File: config.mk
export PLATFORM = sky130hd
export DESIGN_NAME = serial_xcvr
export DESIGN_NICKNAME = d
export VERILOG_FILES = /design/src/rtl/xcvr_pkg.sv /design/src/rtl/xcvr_baud_gen.sv /design/src/rtl/xcvr_tx.sv /design/src/rtl/xcvr_rx.sv /design/src/rtl/serial_xcvr.sv
export SDC_FILE = /design/constraint.sdc
export NUM_CORES = 1
export LEC_CHECK = 0
export BUFFER_PORTS_ARGS = -buffer_cell sky130_fd_sc_hd__buf_2
export CAP_MARGIN = 25
export CORE_MARGIN = 2
export CORE_UTILIZATION = 59
export DETAILED_ROUTE_END_ITERATION = 8
export MAX_ROUTING_LAYER = met4
export PLACE_DENSITY = 0.81
export REMOVE_ABC_BUFFERS = 1
export SLEW_MARGIN = 20
export SYNTH_ARGS = -nofsm -noshare
export SYNTH_HDL_FRONTEND = slang
export SYNTH_SLANG_ARGS = --single-unit
File: constraint.sdc
create_clock -name clk_i -period 3.1 [get_ports clk_i]
set_input_delay 0.155 -clock clk_i [delete_from_list [all_inputs] [get_ports clk_i]]
set_output_delay 0.155 -clock clk_i [all_outputs]
set_load 0.02 [all_outputs]
File: src/rtl/xcvr_pkg.sv
package xcvr_pkg;
  localparam int DATA_W  = 8;
  localparam int OS_RATE = 16;
  localparam int OS_W    = $clog2(OS_RATE);
  localparam int IDX_W   = $clog2(DATA_W);
  localparam int PRE_W   = 6;
  localparam int RATE_W  = 8;
  localparam int SYNC_N  = 2;

  typedef struct packed {
    logic [1:0] clk_sel;
    logic       mp_en;
    logic       par_odd;
    logic       par_en;
    logic       two_stop;
  } mode_t;

  localparam int MODE_W = $bits(mode_t);

  typedef enum logic [2:0] {
    TX_IDLE, TX_START, TX_DATA, TX_EXTRA, TX_STOP1, TX_STOP2
  } tx_state_e;

  typedef enum logic [2:0] {
    RX_IDLE, RX_START, RX_DATA, RX_EXTRA, RX_STOP
  } rx_state_e;
endpackage

File: src/rtl/xcvr_baud_gen.sv
module xcvr_baud_gen
  import xcvr_pkg::*;
(
  input  logic              clk_i,
  input  logic              rst_ni,
  input  logic [1:0]        sel_i,
  input  logic [RATE_W-1:0] rate_i,
  output logic              tick_o
);
  logic [PRE_W-1:0]  pre_cnt_q, pre_lim;
  logic [RATE_W-1:0] rate_cnt_q;
  logic              pre_tick;

  always_comb begin
    case (sel_i)
      2'd0:    pre_lim = '0;
      2'd1:    pre_lim = PRE_W'(3);
      2'd2:    pre_lim = PRE_W'(15);
      default: pre_lim = PRE_W'(63);
    endcase
  end

  assign pre_tick = (pre_cnt_q >= pre_lim);
  assign tick_o   = pre_tick && (rate_cnt_q >= rate_i);

  always_ff @(posedge clk_i or negedge rst_ni) begin
    if (!rst_ni) begin
      pre_cnt_q  <= '0;
      rate_cnt_q <= '0;
    end else begin
      pre_cnt_q <= pre_tick ? '0 : pre_cnt_q + 1'b1;
      if (pre_tick) rate_cnt_q <= tick_o ? '0 : rate_cnt_q + 1'b1;
    end
  end
endmodule

File: src/rtl/xcvr_tx.sv
module xcvr_tx
  import xcvr_pkg::*;
(
  input  logic              clk_i,
  input  logic              rst_ni,
  input  logic              tick_i,
  input  logic              two_stop_i,
  input  logic              par_en_i,
  input  logic              par_odd_i,
  input  logic              mp_en_i,
  input  logic [DATA_W-1:0] data_i,
  input  logic              mpb_i,
  input  logic              valid_i,
  output logic              ready_o,
  output logic              tx_o
);
  tx_state_e         state_q;
  logic [DATA_W-1:0] sh_q;
  logic [IDX_W-1:0]  idx_q;
  logic [OS_W-1:0]   os_q;
  logic              extra_q, has_extra_q, two_stop_q, line_q;
  logic              bit_end;

  assign ready_o = (state_q == TX_IDLE);
  assign tx_o    = line_q;
  assign bit_end = tick_i && (os_q == OS_W'(OS_RATE - 1));

  always_ff @(posedge clk_i or negedge rst_ni) begin
    if (!rst_ni) begin
      state_q     <= TX_IDLE;
      sh_q        <= '0;
      idx_q       <= '0;
      os_q        <= '0;
      extra_q     <= 1'b0;
      has_extra_q <= 1'b0;
      two_stop_q  <= 1'b0;
      line_q      <= 1'b1;
    end else if (state_q == TX_IDLE) begin
      line_q <= 1'b1;
      if (valid_i) begin
        sh_q        <= data_i;
        extra_q     <= mp_en_i ? mpb_i : ((^data_i) ^ par_odd_i);
        has_extra_q <= mp_en_i | par_en_i;
        two_stop_q  <= two_stop_i;
        os_q        <= '0;
        idx_q       <= '0;
        line_q      <= 1'b0;
        state_q     <= TX_START;
      end
    end else if (tick_i) begin
      os_q <= os_q + 1'b1;
      if (bit_end) begin
        os_q <= '0;
        unique case (state_q)
          TX_START: begin
            line_q  <= sh_q[0];
            state_q <= TX_DATA;
          end
          TX_DATA: begin
            sh_q <= sh_q >> 1;
            if (idx_q == IDX_W'(DATA_W - 1)) begin
              line_q  <= has_extra_q ? extra_q : 1'b1;
              state_q <= has_extra_q ? TX_EXTRA : TX_STOP1;
            end else begin
              idx_q  <= idx_q + 1'b1;
              line_q <= sh_q[1];
            end
          end
          TX_EXTRA: begin
            line_q  <= 1'b1;
            state_q <= TX_STOP1;
          end
          TX_STOP1: state_q <= two_stop_q ? TX_STOP2 : TX_IDLE;
          default:  state_q <= TX_IDLE;
        endcase
      end
    end
  end
endmodule

File: src/rtl/xcvr_rx.sv
module xcvr_rx
  import xcvr_pkg::*;
(
  input  logic              clk_i,
  input  logic              rst_ni,
  input  logic              tick_i,
  input  logic              par_en_i,
  input  logic              par_odd_i,
  input  logic              mp_en_i,
  input  logic              rx_i,
  output logic [DATA_W-1:0] data_o,
  output logic              valid_o,
  output logic              ferr_o,
  output logic              perr_o,
  output logic              mpb_o
);
  logic [SYNC_N-1:0] sync_q;
  logic              line, prev_q, fall;
  rx_state_e         state_q;
  logic [DATA_W-1:0] sh_q;
  logic [IDX_W-1:0]  idx_q;
  logic [OS_W-1:0]   os_q;
  logic              extra_q, has_extra_q, par_en_q, par_odd_q, mp_q;
  logic              mid_start, centre;

  always_ff @(posedge clk_i or negedge rst_ni) begin
    if (!rst_ni) begin
      sync_q <= '1;
      prev_q <= 1'b1;
    end else begin
      sync_q <= {sync_q[SYNC_N-2:0], rx_i};
      prev_q <= line;
    end
  end

  assign line      = sync_q[SYNC_N-1];
  assign fall      = prev_q & ~line;
  assign mid_start = tick_i && (os_q == OS_W'(OS_RATE / 2 - 1));
  assign centre    = tick_i && (os_q == OS_W'(OS_RATE - 1));

  always_ff @(posedge clk_i or negedge rst_ni) begin
    if (!rst_ni) begin
      state_q     <= RX_IDLE;
      sh_q        <= '0;
      idx_q       <= '0;
      os_q        <= '0;
      extra_q     <= 1'b0;
      has_extra_q <= 1'b0;
      par_en_q    <= 1'b0;
      par_odd_q   <= 1'b0;
      mp_q        <= 1'b0;
      data_o      <= '0;
      valid_o     <= 1'b0;
      ferr_o      <= 1'b0;
      perr_o      <= 1'b0;
      mpb_o       <= 1'b0;
    end else begin
      valid_o <= 1'b0;
      if (tick_i) os_q <= os_q + 1'b1;
      unique case (state_q)
        RX_IDLE: if (fall) begin
          os_q    <= '0;
          state_q <= RX_START;
        end
        RX_START: if (mid_start) begin
          os_q <= '0;
          if (!line) begin
            idx_q       <= '0;
            mp_q        <= mp_en_i;
            par_en_q    <= par_en_i & ~mp_en_i;
            par_odd_q   <= par_odd_i;
            has_extra_q <= mp_en_i | par_en_i;
            extra_q     <= 1'b0;
            state_q     <= RX_DATA;
          end else begin
            state_q <= RX_IDLE;
          end
        end
        RX_DATA: if (centre) begin
          sh_q  <= {line, sh_q[DATA_W-1:1]};
          idx_q <= idx_q + 1'b1;
          if (idx_q == IDX_W'(DATA_W - 1))
            state_q <= has_extra_q ? RX_EXTRA : RX_STOP;
        end
        RX_EXTRA: if (centre) begin
          extra_q <= line;
          state_q <= RX_STOP;
        end
        default: if (centre) begin
          // only first stop sampled; any low after this is a new start
          valid_o <= 1'b1;
          data_o  <= sh_q;
          ferr_o  <= ~line;
          perr_o  <= par_en_q & (extra_q != ((^sh_q) ^ par_odd_q));
          mpb_o   <= mp_q & extra_q;
          state_q <= RX_IDLE;
        end
      endcase
    end
  end
endmodule

File: src/rtl/serial_xcvr.sv
module serial_xcvr
  import xcvr_pkg::*;
(
  input  logic              clk_i,
  input  logic              rst_ni,
  input  logic              mode_we_i,
  input  logic [MODE_W-1:0] mode_wdata_i,
  input  logic              rate_we_i,
  input  logic [RATE_W-1:0] rate_wdata_i,
  input  logic [DATA_W-1:0] tx_data_i,
  input  logic              tx_mpb_i,
  input  logic              tx_valid_i,
  output logic              tx_ready_o,
  output logic              tx_o,
  input  logic              rx_i,
  output logic [DATA_W-1:0] rx_data_o,
  output logic              rx_valid_o,
  output logic              rx_frame_err_o,
  output logic              rx_par_err_o,
  output logic              rx_mpb_o
);
  mode_t             mode_q;
  logic [RATE_W-1:0] rate_q;
  logic              tick;

  always_ff @(posedge clk_i or negedge rst_ni) begin
    if (!rst_ni) begin
      mode_q <= '0;
      rate_q <= '0;
    end else begin
      if (mode_we_i) mode_q <= mode_t'(mode_wdata_i);
      if (rate_we_i) rate_q <= rate_wdata_i;
    end
  end

  xcvr_baud_gen u_baud (
    .clk_i  (clk_i),
    .rst_ni (rst_ni),
    .sel_i  (mode_q.clk_sel),
    .rate_i (rate_q),
    .tick_o (tick)
  );

  xcvr_tx u_tx (
    .clk_i      (clk_i),
    .rst_ni     (rst_ni),
    .tick_i     (tick),
    .two_stop_i (mode_q.two_stop),
    .par_en_i   (mode_q.par_en),
    .par_odd_i  (mode_q.par_odd),
    .mp_en_i    (mode_q.mp_en),
    .data_i     (tx_data_i),
    .mpb_i      (tx_mpb_i),
    .valid_i    (tx_valid_i),
    .ready_o    (tx_ready_o),
    .tx_o       (tx_o)
  );

  xcvr_rx u_rx (
    .clk_i     (clk_i),
    .rst_ni    (rst_ni),
    .tick_i    (tick),
    .par_en_i  (mode_q.par_en),
    .par_odd_i (mode_q.par_odd),
    .mp_en_i   (mode_q.mp_en),
    .rx_i      (rx_i),
    .data_o    (rx_data_o),
    .valid_o   (rx_valid_o),
    .ferr_o    (rx_frame_err_o),
    .perr_o    (rx_par_err_o),
    .mpb_o     (rx_mpb_o)
  );
endmodule

# Word level (Yosys, flattened, before mapping)
# Index checks and enable logic that the tools add are counted.
dict set report word_totals {
  register_bits 88
  input_bits 29
  output_inout_bits 14
  wordCells 160
}
dict set report classes {
  addsub 6
  n_lt_le_gt_ge 2
  eq_ne 24
  n_mux 57
  bitwise_logic 10
  n_reduce_logical 29
}
# cell count
set ops {}
lappend ops {{3-bit two-way mux} 23}
lappend ops {{8-bit two-way mux} 6}
lappend ops {{4-bit two-way mux} 7}
lappend ops {{3-bit case mux with 4 select lines} 2}
lappend ops {{6-bit case mux with 3 select lines} 1}
lappend ops {{4-bit AND reduction} 4}
lappend ops {{8-bit XOR reduction} 2}
lappend ops {{3-bit by 2-bit equality test with 1-bit output, second input constant} 4}
lappend ops {{1-bit two-way mux} 12}
lappend ops {{2-bit by 1-bit inequality test with 1-bit output, second input constant} 5}
lappend ops {{2-bit nonzero test} 5}
lappend ops {{3-bit equality test, second input constant} 3}
lappend ops {{4-bit by 1-bit adder with 4-bit output, second input constant} 2}
lappend ops {{8-bit by 1-bit adder with 8-bit output, second input constant} 1}
lappend ops {{4-bit equality test, second input constant} 2}
lappend ops {{8-bit greater-or-equal comparator} 1}
lappend ops {{4-bit case mux with 2 select lines} 1}
lappend ops {{2-bit AND reduction} 4}
lappend ops {{3-bit by 1-bit adder with 3-bit output, second input constant} 2}
lappend ops {{6-bit by 1-bit adder with 6-bit output, second input constant} 1}
lappend ops {{3-bit by 1-bit equality test with 1-bit output, second input constant} 2}
lappend ops {{6-bit greater-or-equal comparator} 1}
lappend ops {{3-bit logical NOT} 2}
lappend ops {{6-bit two-way mux} 1}
lappend ops {{other kinds (22)} 34}

# Depth between registers and ports, before layout
# Gate-level depths: netlist of run 1.
dict set report logic_depth {
  depth_word 8
  mapped_depth 11
}

# Cells and area by module
# A second synthesis of run 1 with hierarchy kept.
dict set report hier_totals {
  cells_unflattened 412
  area_unflattened_um2 4629.4
}
# module instances cells_per_inst area_each_um2 seq_area_each_um2
set modules_own_cells {}
lappend modules_own_cells {xcvr_rx 1 141 1717.9 954.7}
lappend modules_own_cells {xcvr_tx 1 133 1317.5 551.8}
lappend modules_own_cells {xcvr_baud_gen 1 108 1011.0 350.3}
lappend modules_own_cells {serial_xcvr 1 30 583.1 350.3}

# Least setup slack after synthesis of run 1
# OpenSTA, ideal clock, no wires.
dict set report synth_timing {
  path_type {register to register}
  from {register mode_q[5] (netlist bit)}
  to {register u_rx.sh_q[0]}
  t_arrival_ns 2.292
  required_ns 2.973
  setup_slack_ns 0.681
  stages_incl_launch_ff 11
  synth_period_minus_slack_ns 2.419
  path_cell_list {dfrtp_1 -> or2_2 -> ha_1 -> nor2b_1 -> o21ai_2 -> a41o_1 -> buf_6 -> nand3_4 -> nor4_4 -> buf_6 -> mux2_1}
}
dict set report synth_via {
  elab_chain_len 6
  word_cells_on_any_way 8
}
# element line
set synth_lines {}
lappend synth_lines {{from (decl)} serial_xcvr.sv:22} ;# mode_t mode_q;
lappend synth_lines {{from (signal assigned)} serial_xcvr.sv:31} ;# if (mode_we_i) mode_q <= mode_t'(mode_wdata_i);
lappend synth_lines {{2-bit equality test, or another cell as far along} xcvr_baud_gen.sv:15} ;# case (sel_i)
lappend synth_lines {{6-bit case mux with 3 select lines *} xcvr_baud_gen.sv:15}
lappend synth_lines {{6-bit greater-or-equal comparator *} xcvr_baud_gen.sv:23} ;# assign pre_tick = (pre_cnt_q >= pre_lim);
lappend synth_lines {{1-bit logical AND *} xcvr_baud_gen.sv:24} ;# assign tick_o = pre_tick && (rate_cnt_q >= rate_i);
lappend synth_lines {{1-bit logical AND *} xcvr_rx.sv:39} ;# assign centre = tick_i && (os_q == OS_W'(OS_RATE - 1));
lappend synth_lines {{2-bit AND reduction (no source line) *} --}
lappend synth_lines {{to (signal assigned)} xcvr_rx.sv:80} ;# sh_q <= {line, sh_q[DATA_W-1:1]};
lappend synth_lines {{to (decl)} xcvr_rx.sv:20} ;# logic [DATA_W-1:0] sh_q;
# Every way passes the cells marked *; elsewhere a longest branch is shown, timed or not.
# A chain may end at the register's enable or synchronous reset.

# Final worst setup path of run 1
dict set report layout_timing {
  from {register mode_q[5] (netlist bit)}
  to {register u_rx.sh_q[7]}
}
# The elaborated chain is that of the path after synthesis.

==> impl_metrics.ini, run 1 <==
[outcome]
status = completed

[global_routing]
track_usage_pct = 22.1
grt_start_max_net_pins = 64
antenna_found_initial = 0
grt_overflow = 0
grt_pass1_wl_um = 14600
grt_pass1_vias = 3254

[synth]
synth_edf_count = 0
ys_seq_area_share_pct = 49.3
syn_area_um2 = 4480
synth_cell_types = 60
netlist.area_leader.share_pct = 47.0
synthTopCellsByArea = dfrtp_1, ha_1, mux2_2
synthTopCellsByCount = dfrtp_1, nand2_1, o21ai_0
syn-instance-count = 410
yosysMostFrequentCell = dfrtp_1
yosys.area.top_type = dfrtp_1
ys_ff_latch = 88
synthArstFlopShare_pct = 100
ys_warn_count = 0
synth.avg_cell_area_um2 = 10.9
yosys_most_used_dff = dfrtp_1

[final_layout]
final_nets = 508
antenna_cells = 0
drive_gt1_share_pct = 21.2
areaGrowthSynthToFinish_pct = 11.2
fin_cells = 561

[clock_network]
clockBufferDepth = 2
htreeDepth = 3
cts_tree = done
cts_made_buffers = 9
path_clk_slew_ns = 0.09
post-cts-setup-buffers = 0
cts-root-buf = clkbuf_8
cts.sinks = 88
cts_hold_buf = 2
cts-resized-gates = 0
clock_latency_ns = 0.36

[timing]
fin_crit_ns = 2.74
min_period_over_period_pct = 88.3
timing.hold.ws_ns = 0.0120
setup_viol = 0
finalHoldViolations = 0
slew_headroom_pct = 47.3
grt_setup_unrepaired = no
slew_viol_final = 0
max_freq_mhz = 365
fin_tns_setup_ns = 0
finClkSkew_ns = 0.00984
tightest_slew_ns = 0.790

[placed_design]
gp_congestion = 0.799
dpl.hpwl_um = 5820
place_inst = 543
portBuffers = 42

[floorplan]
die-height_um = 91.1
rows = 31
io_pins = 43
dieArea_um2 = 8300
core-area_um2 = 7290
dieWidth_um = 91.1
start_util_pct = 61.4

[routing]
wirelength_um = 8160
dr.pass1.iters = 4
drt_iter0_drc = 167
postRouteAntennaNets = 0
wl_per_cell_um = 14.5
vias_per_cell = 5.72
drcViolationCount = 0
vias = 3207

[pwr]
power.share.clock_pct = 23.0
p_int_w = 0.00202
p_switching_w = 0.00113
peakVddDrop_mv = 0.364
leakagePower_nw = 2.36
p_comb_share_pct = 28.9
p_seq_share_pct = 48.1
switching_share_pct = 35.9
power_per_cell_area_nw_per_um2 = 631

[critical_path]
worstPathRequired_ns = 3.34
crit_path_max_incr_delay_ns = 0.62
cpLargestDelayFamily = simple AND/OR/NAND/NOR gates
crit_fanout = 11
crit_chain = or2_2, ha_1, nor2b_1, o21ai_2, a41o_1, nand3_4, nor4_4, mux2_2
endpoint_kind = flop
worst_setup_path_start_kind = flop
path_class = reg -> reg
cp.arrival_ns = 2.98
cp_num_buf_inv = 0
slowest_stage = nor4_4

[flow_run]
maxCapViolCount = 0

[hold_path]
hp-class = in -> reg
-- cells by family (layout without fill, tap and decap cells) --
kind of cell	Yosys count	count (layout)	share of synthesized area, %
xor gates and xnor gates	26	26	5.09
and+or+nand+nor	114	114	13.6
DFF	88	88	49.3
AOI/OAI and AO/OA	91	91	14.0
muxes	33	33	8.14
buffers and inverters	36	88	3.63
adders and majority gates	22	22	6.15
-- through the flow --
step / area, um2 / setup WS [ns] / util [%] / total power, W
finish: 4980 / 0.361 / 68.3 / 0.00314
global route: 4980 / 0.169 / 68.3 / 0.00336
CTS: 4980 / 0.339 / 68.3 / 0.00316
detailed placement: 4780 / 0.364 / 65.5 / 0.00243
global placement: 4780 / 0.439 / 65.5 / 0.00239
floorplan: 4400 / 0.246 / - / 0.00215
-- sequential cells by signal, summed over array words and instances, names as in the netlist, 2 cells and up --
| name | cells |
|---|---|
| u_tx.os_q | 4 |
| u_tx.state_q | 3 |
| u_tx.idx_q | 3 |
| u_rx.sync_q | 2 |
| u_rx.os_q | 4 |
| rate_q | 8 |
| u_rx.data_o | 8 |
| u_tx.sh_q | 8 |
| u_rx.state_q | 3 |
| u_rx.idx_q | 3 |
| mode_q | 6 |
| u_baud.rate_cnt_q | 8 |
| u_rx.sh_q | 8 |
| u_baud.pre_cnt_q | 6 |
-- cells in the final DEF (no fill, tap or decap), drive strengths merged, types with 6 or more instances in the layout --
master,synthesis,layout
and2,6,6
dfrtp,84,84
a21oi,11,11
nand3,20,20
mux2i,6,6
inv,21,23
buf,7,48
xor2,8,8
clkbuf,7,9
o22a,8,8
nor2,24,24
o21a,8,8
nand2,37,37
ha,22,22
xnor2,18,18
o21ai,32,32
mux2,27,27
o31ai,6,6
-- routing by layer --
layer / share of wire, % / wire (um) / vias up / track usage (%)
met2: 48 / 3940 / 70 / 35.2
met4: 1.9 / 153 / 0 / 8.59
met5: 0 / 0 / - / -
met3: 4.2 / 339 / 15 / 3.07
li1: - / - / 1550 / -
met1: 46 / 3730 / 1572 / 28.8
-- final cells by class --
class | instances | area, um2
Timing Repair Buffer | 50 | 278
Tap cell | 99 | 124
Sequential cell | 88 | 2210
Fill cell | 593 | 2310
Clock inverter | 7 | 56.3
Inverter | 22 | 83.8
Multi-Input combinational cell | 286 | 2110
Clock buffer | 9 | 124
-- path summary, 6_finish.rpt --
kind | start | end | slack [ns] | cells after the start
min in group asynchronous | rst_ni | rate_q[3] | 0.42 | 2
worst max register to register | mode_q[5] | u_rx.sh_q[7] | 0.36 | 8
worst min-delay path | rate_wdata_i[4] | rate_q[4] | 0.01 | 3
worst max-delay path | mode_q[5] | u_rx.sh_q[7] | 0.36 | 8
worst min register to register | u_rx.sync_q[0] | u_rx.sync_q[1] | 0.36 | 0
max in group asynchronous | rst_ni | u_rx.sync_q[0] | 1.90 | 3
-- power by group through the flow --
stage | combinational (W) | sequential, W | clock [W]
2_1_floorplan | 0.000660 | 0.00149 | 0
3_3_place_gp | 0.000863 | 0.00152 | 0
3_5_place_dp | 0.000902 | 0.00153 | 0
4_1_cts | 0.000911 | 0.00151 | 0.000735
5_1_grt | 0.00103 | 0.00154 | 0.000786
6_report | 0.000909 | 0.00151 | 0.000722
-- worst reg2reg max path, delay by kind of cell, from the launching register on --
family	cells	cell delay, ns
compound gates	2	0.41
flops	1	0.40
simple gates	4	1.11
mux	1	0.41
fa+ha+maj	1	0.29
No activity file was read; power rests on OpenSTA's default activity.
==> run 2, diff against run 1 <==
--- a/config.mk
+++ b/config.mk
@@ -10,7 +10,7 @@
 export CORE_MARGIN = 2
 export CORE_UTILIZATION = 59
 export DETAILED_ROUTE_END_ITERATION = 8
-export MAX_ROUTING_LAYER = met4
+export GPL_TIMING_DRIVEN = 0
 export PLACE_DENSITY = 0.81
 export REMOVE_ABC_BUFFERS = 1
 export SLEW_MARGIN = 20
==> run 2 against run 1 <==
  * Register-to-register slack got worse by 0.03 ns
  * Sequential share of layout area decreased by 0.35 points
  * Final cell count increased by 0.18%
  * Maximum frequency decreased by 1.2%
  * Sequential power about the same
  * Final area increased by 0.80%
  * Combinational power decreased by 0.8%
  * Worst setup slack got worse by 0.032 ns
  * Largest power group unchanged
  * Core utilization increased by 0.55 points
==> impl_metrics.ini, run 2 (same netlist as run 1, synthesis figures left out) <==
[outcome]
status = completed

[hold_path]
hold_depth = 3
hold_start = rate_wdata_i[4]
hold_end = rate_q[4]
hp-class = in -> reg

[floorplan]
core-area_um2 = 7290
start_util_pct = 61.4
die-height_um = 91.1
io_pins = 43
dieArea_um2 = 8300
rows = 31
dieWidth_um = 91.1

[timing]
tightest_slew_ns = 0.687
max_freq_mhz = 361
slew_viol_final = 0
min_period_over_period_pct = 89.4
finalHoldViolations = 0
setup_viol = 0
slew_headroom_pct = 54.2
grt_setup_unrepaired = no
fin_ws_ns = 0.329
fin_crit_ns = 2.77
finClkSkew_ns = 0.0113

[placed_design]
place_inst = 538
pre_cts_slack_ns = -0.205
portBuffers = 42
gp_congestion = 0.804
dpl.hpwl_um = 5780
dpl_cell_area_um2 = 4760

[routing]
postRouteAntennaNets = 0
drcViolationCount = 0
dr.pass1.iters = 5
wl_per_cell_um = 14.6
vias = 3181
drt_iter0_drc = 208
wirelength_um = 8220
vias_per_cell = 5.66

[clock_network]
cts-root-buf = clkbuf_8
cts_made_buffers = 9
path_clk_slew_ns = 0.09
cts_tree = done
clock_latency_ns = 0.36
htreeDepth = 3
cts.sinks = 88
clockBufferDepth = 2

[critical_path]
r2r-end = u_rx.sh_q[0]
worstReg2RegStart = mode_q[5]
crit_fanout = 18
cp.arrival_ns = 3.01
path_class = reg -> reg
crit_path_max_incr_delay_ns = 0.49
worst_setup_path_start_kind = flop
ff2ff_path_depth = 9
endpoint_kind = flop
worstPathRequired_ns = 3.34
crit_chain = or2_2, ha_1, nor2b_1, o21ai_2, a41o_2, nand3_4, nor4_4, buf_4, mux2_1
slowest_stage = a41o_2
reg2reg_slack_ns = 0.33

[final_layout]
layout_commonest_cell = dfrtp_1
areaGrowthSynthToFinish_pct = 12.1
mostFrequentLayoutCells = dfrtp_1, buf_2, nand2_1
finalInstanceArea_um2 = 5020
drive_gt1_share_pct = 21.4
fin_cells = 562
antenna_cells = 0
final_nets = 509

[global_routing]
track_usage_pct = 22.1
grt_pass1_vias = 3345
grt_overflow = 0
antenna_found_initial = 0
grt_pass1_wl_um = 15000
grt_start_max_net_pins = 56

[pwr]
power_per_cell_area_nw_per_um2 = 620
leakagePower_nw = 2.38
peakVddDrop_mv = 0.315
total_power_w = 0.00311

[flow_run]
maxCapViolCount = 0
## run 2: cell types whose count changed in the layout (fill, tap and decap cells not counted), moves of 2 or more
cell / before / now
clkinv_4: 3 / 1
clkinv_2: 2 / 4
dlygate4sd3_1: 2 / 5
buf_4: 7 / 4
## run 2: critical path, delay by kind of cell, from the launching register on
family          cells  cell delay (ns)
simple gates        4             0.79
flops               1             0.40
compound gates      2             0.66
buf+inv             1             0.22
fa+ha+maj           1             0.28
mux                 1             0.33
## run 2: layout make-up
type                    count  area, um2
flip-flops and latches     88       2210
inverters                  22       83.8
fillers                   570       2270
well taps                  99        124
clock buffers               9        124
multi-input cells         286       2120
clock inverters             7       47.5
repair buffers             51        313
## run 2: layer usage
layer	up-vias	part of all wire, %	GRT usage [%]
met4	0	2.1	9.60
met5	-	0	0
met1	1543	45	28.7
met3	17	3.6	3.40
li1	1549	-	-
met2	72	49	36.8
## run 2: through the flow
| stage | hold slack [ns] | util (%) | setup TNS (ns) |
|---|---|---|---|
| after floorplan | -0.141 | - | 0 |
| after detailed placement | 0.137 | 65.3 | -1.53 |
| final | 0.0116 | 68.8 | 0 |
| after global routing | 0.0220 | 68.8 | 0 |
| after CTS | 0.00131 | 68.4 | 0 |
| after global placement | 0.260 | 64.9 | -1.19 |
## run 2: power breakdown
group          switching, W  leakage [nW]  internal, W
Clock              0.000407        0.0854     0.000291
Sequential         0.000176          1.13      0.00134
Combinational      0.000534          1.17     0.000368
Total               0.00112          2.38      0.00200
## run 2: how the worst max path moves through the flow
stage / startpoint / end / cells after the start / slack [ns]
2_1_floorplan: mode_q[5] / u_rx.sh_q[7] / 8 / 0.25
3_3_place_gp: mode_q[5] / u_rx.sh_q[7] / 8 / -0.17
3_5_place_dp: mode_q[5] / u_rx.sh_q[6] / 8 / -0.20
4_1_cts: mode_q[5] / u_rx.sh_q[7] / 8 / 0.07
5_1_grt: mode_q[5] / u_rx.sh_q[4] / 9 / 0.14
6_report: mode_q[5] / u_rx.sh_q[0] / 9 / 0.33
## run 2: what timing repair did
| action | 4_1_cts | 5_1_grt |
|---|---|---|
| setup buffers | 0 | 3 |
| setup endpoints to repair | 9 | 9 |
| hold buffers | 5 | 0 |
| hold endpoints to repair | 36 | 0 |
| pin swaps | 0 | 1 |
| gates resized for setup | 2 | 1 |
